==> src/rtl/gt_pkg.sv <==
package gt_pkg;
  localparam int SRC_N = 4;
  localparam int SEL_W = $clog2(SRC_N);

  typedef struct packed {
    logic             en;
    logic             inv;
    logic             tgl;
    logic             spm;
    logic [SEL_W-1:0] sel;
  } gate_cfg_t;
endpackage

==> src/rtl/gt_prescaler.sv <==
module gt_prescaler #(
  parameter int PS_W = 2
) (
  input  logic            clk_i,
  input  logic            rst_ni,
  input  logic            restart_i,
  input  logic            tick_i,
  input  logic [PS_W-1:0] ps_code_i,
  output logic            inc_o
);
  localparam int PC_W = (2 ** PS_W) - 1;

  logic [PC_W-1:0] pc_q, limit;
  logic            last;

  assign limit = PC_W'((32'd1 << ps_code_i) - 32'd1);
  assign last  = (pc_q == limit);
  assign inc_o = tick_i & last & ~restart_i;

  always_ff @(posedge clk_i or negedge rst_ni) begin
    if (!rst_ni)        pc_q <= '0;
    else if (restart_i) pc_q <= '0;
    else if (tick_i)    pc_q <= last ? '0 : pc_q + PC_W'(1);
  end

  p_phase_restart_r4: assert property (@(posedge clk_i) disable iff (!rst_ni)
    restart_i |=> !inc_o || limit == '0);
endmodule

==> src/rtl/gt_gate_ctrl.sv <==
module gt_gate_ctrl
  import gt_pkg::*;
(
  input  logic             clk_i,
  input  logic             rst_ni,
  input  logic             cfg_we_i,
  input  logic [7:0]       cfg_wdata_i,
  input  logic [SRC_N-1:0] src_i,
  input  logic             irq_clr_i,
  output gate_cfg_t        cfg_o,
  output logic             go_o,
  output logic             gval_o,
  output logic             open_o,
  output logic             irq_o
);
  gate_cfg_t cfg_q;
  logic go_q, tog_q, lvl_q, b_q, win_q, irq_q;
  logic lvl, b, done;
  logic unused_wbit;

  assign unused_wbit = cfg_wdata_i[2];

  assign lvl  = src_i[cfg_q.sel] ^ cfg_q.inv;
  assign b    = cfg_q.tgl ? tog_q : lvl;
  assign done = cfg_q.spm & go_q & win_q & ~b;
  // one-shot: open from the rising cycle until the fall
  assign open_o = cfg_q.spm ? (go_q & b & (win_q | ~b_q)) : b;

  always_ff @(posedge clk_i or negedge rst_ni) begin
    if (!rst_ni) begin
      cfg_q <= '0;
      go_q  <= 1'b0;
      tog_q <= 1'b0;
      lvl_q <= 1'b0;
      b_q   <= 1'b0;
      win_q <= 1'b0;
      irq_q <= 1'b0;
    end else begin
      lvl_q <= lvl;
      b_q   <= b;
      if (!cfg_q.tgl)         tog_q <= 1'b0;
      else if (lvl && !lvl_q) tog_q <= ~tog_q;

      if (cfg_we_i) begin
        cfg_q <= '{en: cfg_wdata_i[7], inv: cfg_wdata_i[6], tgl: cfg_wdata_i[5],
                   spm: cfg_wdata_i[4], sel: cfg_wdata_i[SEL_W-1:0]};
        go_q  <= cfg_wdata_i[4] & cfg_wdata_i[3];
        win_q <= 1'b0;
      end else if (!cfg_q.spm || done) begin
        go_q  <= 1'b0;
        win_q <= 1'b0;
      end else if (go_q && b && !b_q) begin
        win_q <= 1'b1;
      end

      if (done && !cfg_we_i) irq_q <= 1'b1;
      else if (irq_clr_i)    irq_q <= 1'b0;
    end
  end

  assign cfg_o  = cfg_q;
  assign go_o   = go_q;
  assign gval_o = b;
  assign irq_o  = irq_q;

  p_go_needs_spm_r10: assert property (@(posedge clk_i) disable iff (!rst_ni)
    go_q |-> cfg_q.spm);
  p_tgl_off_clears_r8: assert property (@(posedge clk_i) disable iff (!rst_ni)
    !cfg_q.tgl |=> !tog_q);
  p_window_end_r9: assert property (@(posedge clk_i) disable iff (!rst_ni)
    (cfg_q.spm && go_q && win_q && !b && !cfg_we_i) |=> (irq_q && !go_q));
  p_no_open_unarmed_r9: assert property (@(posedge clk_i) disable iff (!rst_ni)
    (cfg_q.spm && !go_q) |-> !open_o);
  p_irq_sticky_r11: assert property (@(posedge clk_i) disable iff (!rst_ni)
    (irq_q && !irq_clr_i) |=> irq_q);
endmodule

==> src/rtl/gt_counter.sv <==
module gt_counter #(
  parameter int BYTE_W = 8
) (
  input  logic                clk_i,
  input  logic                rst_ni,
  input  logic [BYTE_W-1:0]   wdata_i,
  input  logic                lo_we_i,
  input  logic                hi_we_i,
  input  logic                inc_i,
  input  logic                ovf_clr_i,
  output logic [2*BYTE_W-1:0] cnt_o,
  output logic                ovf_o
);
  localparam int CNT_W = 2 * BYTE_W;

  logic [CNT_W-1:0] cnt_q;
  logic             ovf_q, wr, step;

  assign wr   = lo_we_i | hi_we_i;
  assign step = inc_i & ~wr;

  always_ff @(posedge clk_i or negedge rst_ni) begin
    if (!rst_ni) begin
      cnt_q <= '0;
      ovf_q <= 1'b0;
    end else begin
      if (lo_we_i) cnt_q[BYTE_W-1:0]     <= wdata_i;
      if (hi_we_i) cnt_q[CNT_W-1:BYTE_W] <= wdata_i;
      if (step)    cnt_q <= cnt_q + CNT_W'(1);
      if (step && (&cnt_q)) ovf_q <= 1'b1;
      else if (ovf_clr_i)   ovf_q <= 1'b0;
    end
  end

  assign cnt_o = cnt_q;
  assign ovf_o = ovf_q;

  p_wrap_sets_ovf_r5: assert property (@(posedge clk_i) disable iff (!rst_ni)
    (inc_i && !wr && (&cnt_q)) |=> (ovf_q && cnt_q == '0));
  p_ovf_sticky_r5: assert property (@(posedge clk_i) disable iff (!rst_ni)
    (ovf_q && !ovf_clr_i) |=> ovf_q);
  p_step_one_r2: assert property (@(posedge clk_i) disable iff (!rst_ni)
    (inc_i && !wr && !(&cnt_q)) |=> cnt_q == $past(cnt_q) + CNT_W'(1));
  p_write_wins_r2: assert property (@(posedge clk_i) disable iff (!rst_ni)
    lo_we_i |=> cnt_q[BYTE_W-1:0] == $past(wdata_i));
endmodule

==> src/rtl/gated_timer.sv <==
module gated_timer
  import gt_pkg::*;
#(
  parameter int BYTE_W = 8,
  parameter int PS_W   = 2
) (
  input  logic              clk_i,
  input  logic              rst_ni,
  input  logic [BYTE_W-1:0] wdata_i,
  input  logic              ctrl_we_i,
  input  logic              gate_we_i,
  input  logic              cnt_lo_we_i,
  input  logic              cnt_hi_we_i,
  input  logic              tick_i,
  input  logic [SRC_N-1:0]  gate_src_i,
  input  logic              ovf_clr_i,
  input  logic              gate_irq_clr_i,
  output logic [BYTE_W-1:0] ctrl_o,
  output logic [7:0]        gate_o,
  output logic [BYTE_W-1:0] cnt_lo_o,
  output logic [BYTE_W-1:0] cnt_hi_o,
  output logic              ovf_o,
  output logic              gate_irq_o
);
  localparam int CNT_W = 2 * BYTE_W;
  localparam int PS_LO = 4;

  logic [BYTE_W-1:0] ctrl_q;
  logic [CNT_W-1:0]  cnt;
  gate_cfg_t         gcfg;
  logic              go, gval, gopen, qual, inc, on;

  always_ff @(posedge clk_i or negedge rst_ni) begin
    if (!rst_ni)        ctrl_q <= '0;
    else if (ctrl_we_i) ctrl_q <= wdata_i;
  end

  assign on   = ctrl_q[0];
  assign qual = tick_i & on & (~gcfg.en | gopen);

  gt_gate_ctrl u_gate (
    .clk_i       (clk_i),
    .rst_ni      (rst_ni),
    .cfg_we_i    (gate_we_i),
    .cfg_wdata_i (wdata_i[7:0]),
    .src_i       (gate_src_i),
    .irq_clr_i   (gate_irq_clr_i),
    .cfg_o       (gcfg),
    .go_o        (go),
    .gval_o      (gval),
    .open_o      (gopen),
    .irq_o       (gate_irq_o)
  );

  gt_prescaler #(.PS_W(PS_W)) u_ps (
    .clk_i     (clk_i),
    .rst_ni    (rst_ni),
    .restart_i (ctrl_we_i),
    .tick_i    (qual),
    .ps_code_i (ctrl_q[PS_LO +: PS_W]),
    .inc_o     (inc)
  );

  gt_counter #(.BYTE_W(BYTE_W)) u_cnt (
    .clk_i     (clk_i),
    .rst_ni    (rst_ni),
    .wdata_i   (wdata_i),
    .lo_we_i   (cnt_lo_we_i),
    .hi_we_i   (cnt_hi_we_i),
    .inc_i     (inc),
    .ovf_clr_i (ovf_clr_i),
    .cnt_o     (cnt),
    .ovf_o     (ovf_o)
  );

  assign ctrl_o   = ctrl_q;
  assign gate_o   = {gcfg.en, gcfg.inv, gcfg.tgl, gcfg.spm, go, gval, gcfg.sel};
  assign cnt_lo_o = cnt[BYTE_W-1:0];
  assign cnt_hi_o = cnt[CNT_W-1:BYTE_W];

  p_off_holds_r3: assert property (@(posedge clk_i) disable iff (!rst_ni)
    (!on && !cnt_lo_we_i && !cnt_hi_we_i) |=> $stable(cnt));
  p_gate_blocks_r7: assert property (@(posedge clk_i) disable iff (!rst_ni)
    (gcfg.en && !gopen && !cnt_lo_we_i && !cnt_hi_we_i) |=> $stable(cnt));
endmodule

==> config.mk <==
export PLATFORM = sky130hd
export DESIGN_NAME = gated_timer
export DESIGN_NICKNAME = d
export VERILOG_FILES = /design/src/rtl/gt_pkg.sv /design/src/rtl/gt_prescaler.sv /design/src/rtl/gt_gate_ctrl.sv /design/src/rtl/gt_counter.sv /design/src/rtl/gated_timer.sv
export SDC_FILE = /design/constraint.sdc
export NUM_CORES = 1
export LEC_CHECK = 0
export ABC_AREA = 1
export BUFFER_PORTS_ARGS = -buffer_cell sky130_fd_sc_hd__buf_2
export CORE_MARGIN = 1.5
export CORE_UTILIZATION = 35
export CTS_CLUSTER_SIZE = 30
export DETAILED_ROUTE_END_ITERATION = 12
export GPL_TIMING_DRIVEN = 0
export PLACE_DENSITY = 0.62
export REMOVE_ABC_BUFFERS = 1
export SLEW_MARGIN = 20
export SYNTH_ARGS = -nofsm -noshare
export SYNTH_HDL_FRONTEND = slang
export SYNTH_SLANG_ARGS = --single-unit
==> constraint.sdc <==
create_clock -name clk_i -period 1.8 [get_ports clk_i]
set_clock_uncertainty 0.15 [all_clocks]
set_input_delay 0.09 -clock clk_i [delete_from_list [all_inputs] [get_ports clk_i]]
set_output_delay 0.09 -clock clk_i [all_outputs]
set_load 0.05 [all_outputs]
; ---- Yosys cells after proc, flatten, opt, wreduce, memory -nomap -nowiden
; Index checks and enable logic that the tools add are counted.
[totals]
ff_bits = 40
output_inout_bits = 34
wordCells = 83
[classes]
n_addsub = 3
magnitude_cmp = 1
n_eq_ne = 2
shifts = 1
muxes = 21
bitwise_logic = 21
reduce_logical = 18
[ops]
columns = op, n
row1 = "adder 16 x 1 -> 16 bit, second input constant", 1
row2 = two-way mux 16 bit, 1
row3 = two-way mux 8 bit, 2
row4 = AND reduction 16 bit, 1
row5 = two-way mux 1 bit, 14
row6 = nonzero test 2 bit, 6
row7 = bitwise AND 1 bit, 11
row8 = two-way mux 3 bit, 3
row9 = inverter 1 bit, 6
row10 = logical AND 1 bit, 5
row11 = logical NOT 1 bit, 4
row12 = "adder 3 x 1 -> 3 bit, second input constant", 1
row13 = equality test 3 bit, 1
row14 = "less-than comparator 2 x 3 -> 1 bit, second input constant", 1
row15 = OR 1 bit, 3
row16 = nonzero test 3 bit, 1
row17 = "left shift 1 x 2 -> 3 bit, first input constant", 1
row18 = "subtractor 3 x 1 -> 3 bit, second input constant", 1
row19 = binary-select mux 1 bit (select 2 bit), 1
row20 = "!= test 2 bit, second input constant", 1
row21 = logical OR 1 bit, 1
row22 = XOR 1 bit, 1

; ---- Depth between registers and ports, before layout
[depth]
ltp_word = 14
depth_mapped = 13

; ---- Hierarchy
; Synthesis repeated with hierarchy kept, for this count alone.
[hier_totals]
cells_unflattened = 309
area_unflattened_um2 = 2290.9
[modules_own_cells]
columns = module, n_inst, cells_each, area_each_um2
row1 = gt_counter, 1, 168, 1136.1
row2 = gt_gate_ctrl, 1, 73, 593.1
row3 = gated_timer, 1, 38, 339.1
row4 = gt_prescaler, 1, 30, 222.7

; ---- Worst setup path before layout
; OpenSTA, ideal clock, no wires.
[synth_path]
path_type = register to register
start = reg u_cnt.cnt_q[0], in the netlist u_cnt.cnt_o[0]
end = reg u_cnt.cnt_q[12], in the netlist u_cnt.cnt_o[12]
setup_ns = 0.125
arrival_time_ns = 1.917
setup_slack_ns = -0.392
path_stages_with_launch = 10
synth_period_minus_slack_ns = 2.192
path_cell_list = dfrtp_1 > ha_1 > nand3_1 > nor3b_2 > nand2_1 > nor2_2 > nand2_1 > xnor2_1 > nand3_1 > nand3_1
[synth_via]
elab_chain_len = 2
[synth_lines]
columns = item, line_no
row1 = "start, declared", gt_counter.sv:16  ; logic [CNT_W-1:0] cnt_q;
row2 = "start signal, assigned by index", gt_counter.sv:27  ; if (lo_we_i) cnt_q[BYTE_W-1:0] <= wdata_i;
row3 = "start signal, assigned by index", gt_counter.sv:28  ; if (hi_we_i) cnt_q[CNT_W-1:BYTE_W] <= wdata_i;
row4 = "start signal, assigned", gt_counter.sv:29  ; if (step) cnt_q <= cnt_q + CNT_W'(1);
row5 = adder 16 x 1 -> 16 bit, gt_counter.sv:29
row6 = two-way mux 16 bit, gt_counter.sv:29
; Every way passes these cells.
; A chain may end at the register's enable or synchronous reset.

; ---- Worst setup path in the final report
[layout_path]
start = in cnt_hi_we_i
end = reg u_cnt.cnt_q[5], in the netlist u_cnt.cnt_o[5]
[layout_via]
elab_chain_len = 4
elab_cells_between_ends = 5
cone_classes = mux (1) / bitwise (3) / reduce/logical (1)
[layout_lines]
columns = item, line_no
row1 = "start, declared", gated_timer.sv:13  ; input logic cnt_hi_we_i,
row2 = OR 1 bit *, gt_counter.sv:19  ; assign wr = lo_we_i | hi_we_i;
row3 = inverter 1 bit *, gt_counter.sv:20  ; assign step = inc_i & ~wr;
row4 = bitwise AND 1 bit *, gt_counter.sv:20
row5 = two-way mux 16 bit or nonzero test 2 bit (tied branches), -
; Mark *: on every way between the ends. The rest lies on a longest branch, timed or not.

==> results.cfg <==
[critical_path]
cp-end-kind = register
crit_family = buffers and inverters
arrival_ns = 1.93
slowest_stage = dlygate4sd3_1
crit_fanout = 9
critPathMaxStageDelay_ns = 0.54
critPathLaunchType = input port
crit_chain = dlygate4sd3_1, buf_2, inv_2, nand3_1, nor2_4, buf_12, nand3_4, nand3_2, nand3_2
crit_type = input port to register
cpMostUsedCell = nand3_2
path_buf_inv = 4
crit_required_ns = 1.83

[floorplan]
die_y_um = 82.23
core.rowCount = 28
core_um2 = 5991
start_util_pct = 36.68
fp.dieW_um = 82.23
pin_count = 55
dieArea_um2 = 6762

[cts]
path_clk_slew_ns = 0.08
cts_tree = built
cts_made_buffers = 5
htreeDepth = 2
clk_latency_ns = 0.30
cts.sinks = 40
root_buffer = clkbuf_8
cts_buffer_depth = 2

[detailed_routing]
drc = 0
routed_wl_um = 6612
ant_nets = 0
first_iter_violations = 188
num_vias = 2255
post_drt_via_cell_ratio = 5.256
wire_per_inst_um = 15.41
drtPass1Iterations = 4

[synthesis]
avgSynthCellArea_um2 = 8.229
ys_ff_latch = 40
synth_cells = 267
synth_cell_types = 29
seq_area_frac_synth_pct = 45.56
synth_area_um2 = 2197
yosysWarningCount = 0

[global_route]
grt_pass1_vias = 2217
antenna_found_initial = 0
grt_max_degree = 41
grt_pass1_wl_um = 10810
gr-total-overflow = 0
grtUsageTotal_pct = 21.62

[cells_and_area]
area_growth_pct = 44.82
final_util_pct = 53.11
seq_area_um2 = 1001
final_cell_area_um2 = 3182
finalNetCount = 377
antenna_cells = 0
multi_input_area_um2 = 1320
fillers = 554
drive_gt1_share_pct = 37.29

[power_and_ir_drop]
p_total_mw = 2.445
p_leak_nw = 1.513
powerDensity_nw_per_um2 = 768.4
ir_worst_vdd_mv = 0.3384

[sta]
max_freq_ghz = 0.5289
drv_slew = 0
period_needed_ns = 1.891
fin_crit_sh_pct = 105.0
slew_headroom_pct = 40.24
hold_slack_ns = 0.004367
rsz0062_at_grt = yes
setup_viol = 15
hold_violations = 0
worst_slack_ns = -0.09057
worst_pin_slew_ns = 0.8965

[placed_design]
io_buffers = 54
dp_hpwl_um = 3792
gp_congestion = 0.8129
dpl_cell_area_um2 = 2475
dp_slack_ns = -0.4640

[worst_hold_path]
hold_path_class = input port to register

[flow_run]
maxCapViolCount = 0

[outcome]
outcome = complete, but fails checks
violations = negative setup slack
routing by layer:
metal / global-route usage [%] / wire length [um]
met4: 9.492 / 152
met1: 28.51 / 2701
met3: 5.495 / 469
met2: 33.33 / 3289
met5: 0 / 0
path summary, 6_finish.rpt:
| kind | end | cells after the start | startpoint | slack (ns) |
|---|---|---|---|---|
| setup / recovery | u_cnt.cnt_o[5]$_DFFE_PN0P_ | 9 | cnt_hi_we_i | -0.09 |
| hold / removal | u_gate.irq_o$_DFFE_PN0P_ | 2 | gate_we_i | 0.004 |
| setup reg to reg | u_cnt.cnt_o[5]$_DFFE_PN0P_ | 8 | ctrl_o[4]$_DFFE_PN0P_ | -0.08 |
| hold reg to reg | ctrl_o[3]$_DFFE_PN0P_ | 2 | ctrl_o[3]$_DFFE_PN0P_ | 0.32 |
| max in group asynchronous | u_cnt.cnt_o[10]$_DFFE_PN0P_ | 2 | rst_ni | 0.63 |
| min in group asynchronous | u_gate.cfg_o[3]$_DFFE_PN0P_ | 2 | rst_ni | 0.31 |
through the flow:
stage               std cells   TNS, ns
floorplan                 255    -6.896
global placement          384    -6.700
detailed placement        384    -7.021
CTS                       428  -0.05655
global route              429    -2.581
finish                    429   -0.8660
power breakdown:
part / leakage, nW / total (mW) / internal, mW / switching, mW
clock: 0.0410 / 0.579 / 0.264 / 0.315
sequential: 0.498 / 1.06 / 0.977 / 0.0807
combinational: 0.974 / 0.809 / 0.250 / 0.559
total: 1.51 / 2.44 / 1.49 / 0.955
cells in the final DEF, fill, tap and decap left out, drive strengths merged:
cell         synthesis  routed
mux2                 1       1
nand2               56      56
nor2                11      11
nor3                 3       3
clkbuf               3       6
dlygate4sd3          0      20
clkinv               0       1
buf                  9      66
and2                 1       1
dfrtp               40      40
ha                   2       2
xnor2                7       7
a21oi                3       3
nand4                3       3
o21ai               11      11
inv                 25      26
nand3               80      85
o22ai                2       2
nor3b                1       1
xor2                 9       9
synth_stat cells:
cell / count / share of area [%]
a21oi_1: 3 / 0.68
and2_1: 1 / 0.28
buf_2: 3 / 0.68
buf_4: 2 / 0.68
buf_6: 4 / 2.0
clkbuf_1: 3 / 0.51
dfrtp_1: 40 / 46
ha_1: 2 / 1.1
inv_1: 22 / 3.8
inv_2: 3 / 0.51
mux2_2: 1 / 0.51
nand2_1: 54 / 9.2
nand2_2: 2 / 0.57
nand3_1: 78 / 18
nand3_2: 1 / 0.46
nand3_4: 1 / 0.80
nand4_1: 2 / 0.57
nand4_2: 1 / 0.57
nor2_1: 8 / 1.4
nor2_2: 2 / 0.57
nor2_4: 1 / 0.51
nor3_1: 2 / 0.46
nor3_2: 1 / 0.46
nor3b_2: 1 / 0.57
o21ai_0: 11 / 2.5
o22ai_1: 1 / 0.28
o22ai_2: 1 / 0.57
xnor2_1: 7 / 2.8
xor2_1: 9 / 3.6
logic make-up (layout without fill, tap and decap cells):
| family | Yosys count | in the layout | share of synthesized area, % |
|---|---|---|---|
| AND/OR/NAND/NOR | 155 | 160 | 34.17 |
| flip-flops | 40 | 40 | 45.56 |
| buffers and inverters | 37 | 119 | 8.200 |
| AO/OA/AOI/OAI | 16 | 16 | 4.043 |
| XOR/XNOR | 16 | 16 | 6.378 |
| adder cells (fa/ha/maj) | 2 | 2 | 1.139 |
| multiplexers | 1 | 1 | 0.5125 |
state kept, by name (all words and copies together) (netlist names), 3 cells and up:
register and flops:
ctrl_o 8, u_cnt.cnt_o 16, u_gate.cfg_o 6, u_ps.pc_q 3
final cells by class:
cell class,count,area share (%)
timing repair buffer,86,18.21
clock buffer,6,2.281
inverter,25,3.264
multi-input combinational,195,41.49
clock inverter,1,0.1573
sequential,40,31.46
tap,75,2.949
timing repair inverter,1,0.1966
repair_timing:
action	in CTS	in global routing
endpoints found under the setup margin	18	22
setup buffers	11	1
gates cloned	6	0
gates resized for setup	20	42
hold buffers	20	0
pin swaps	8	16
endpoints found under the hold margin	72	0
Power figures use the tool's default switching activity.
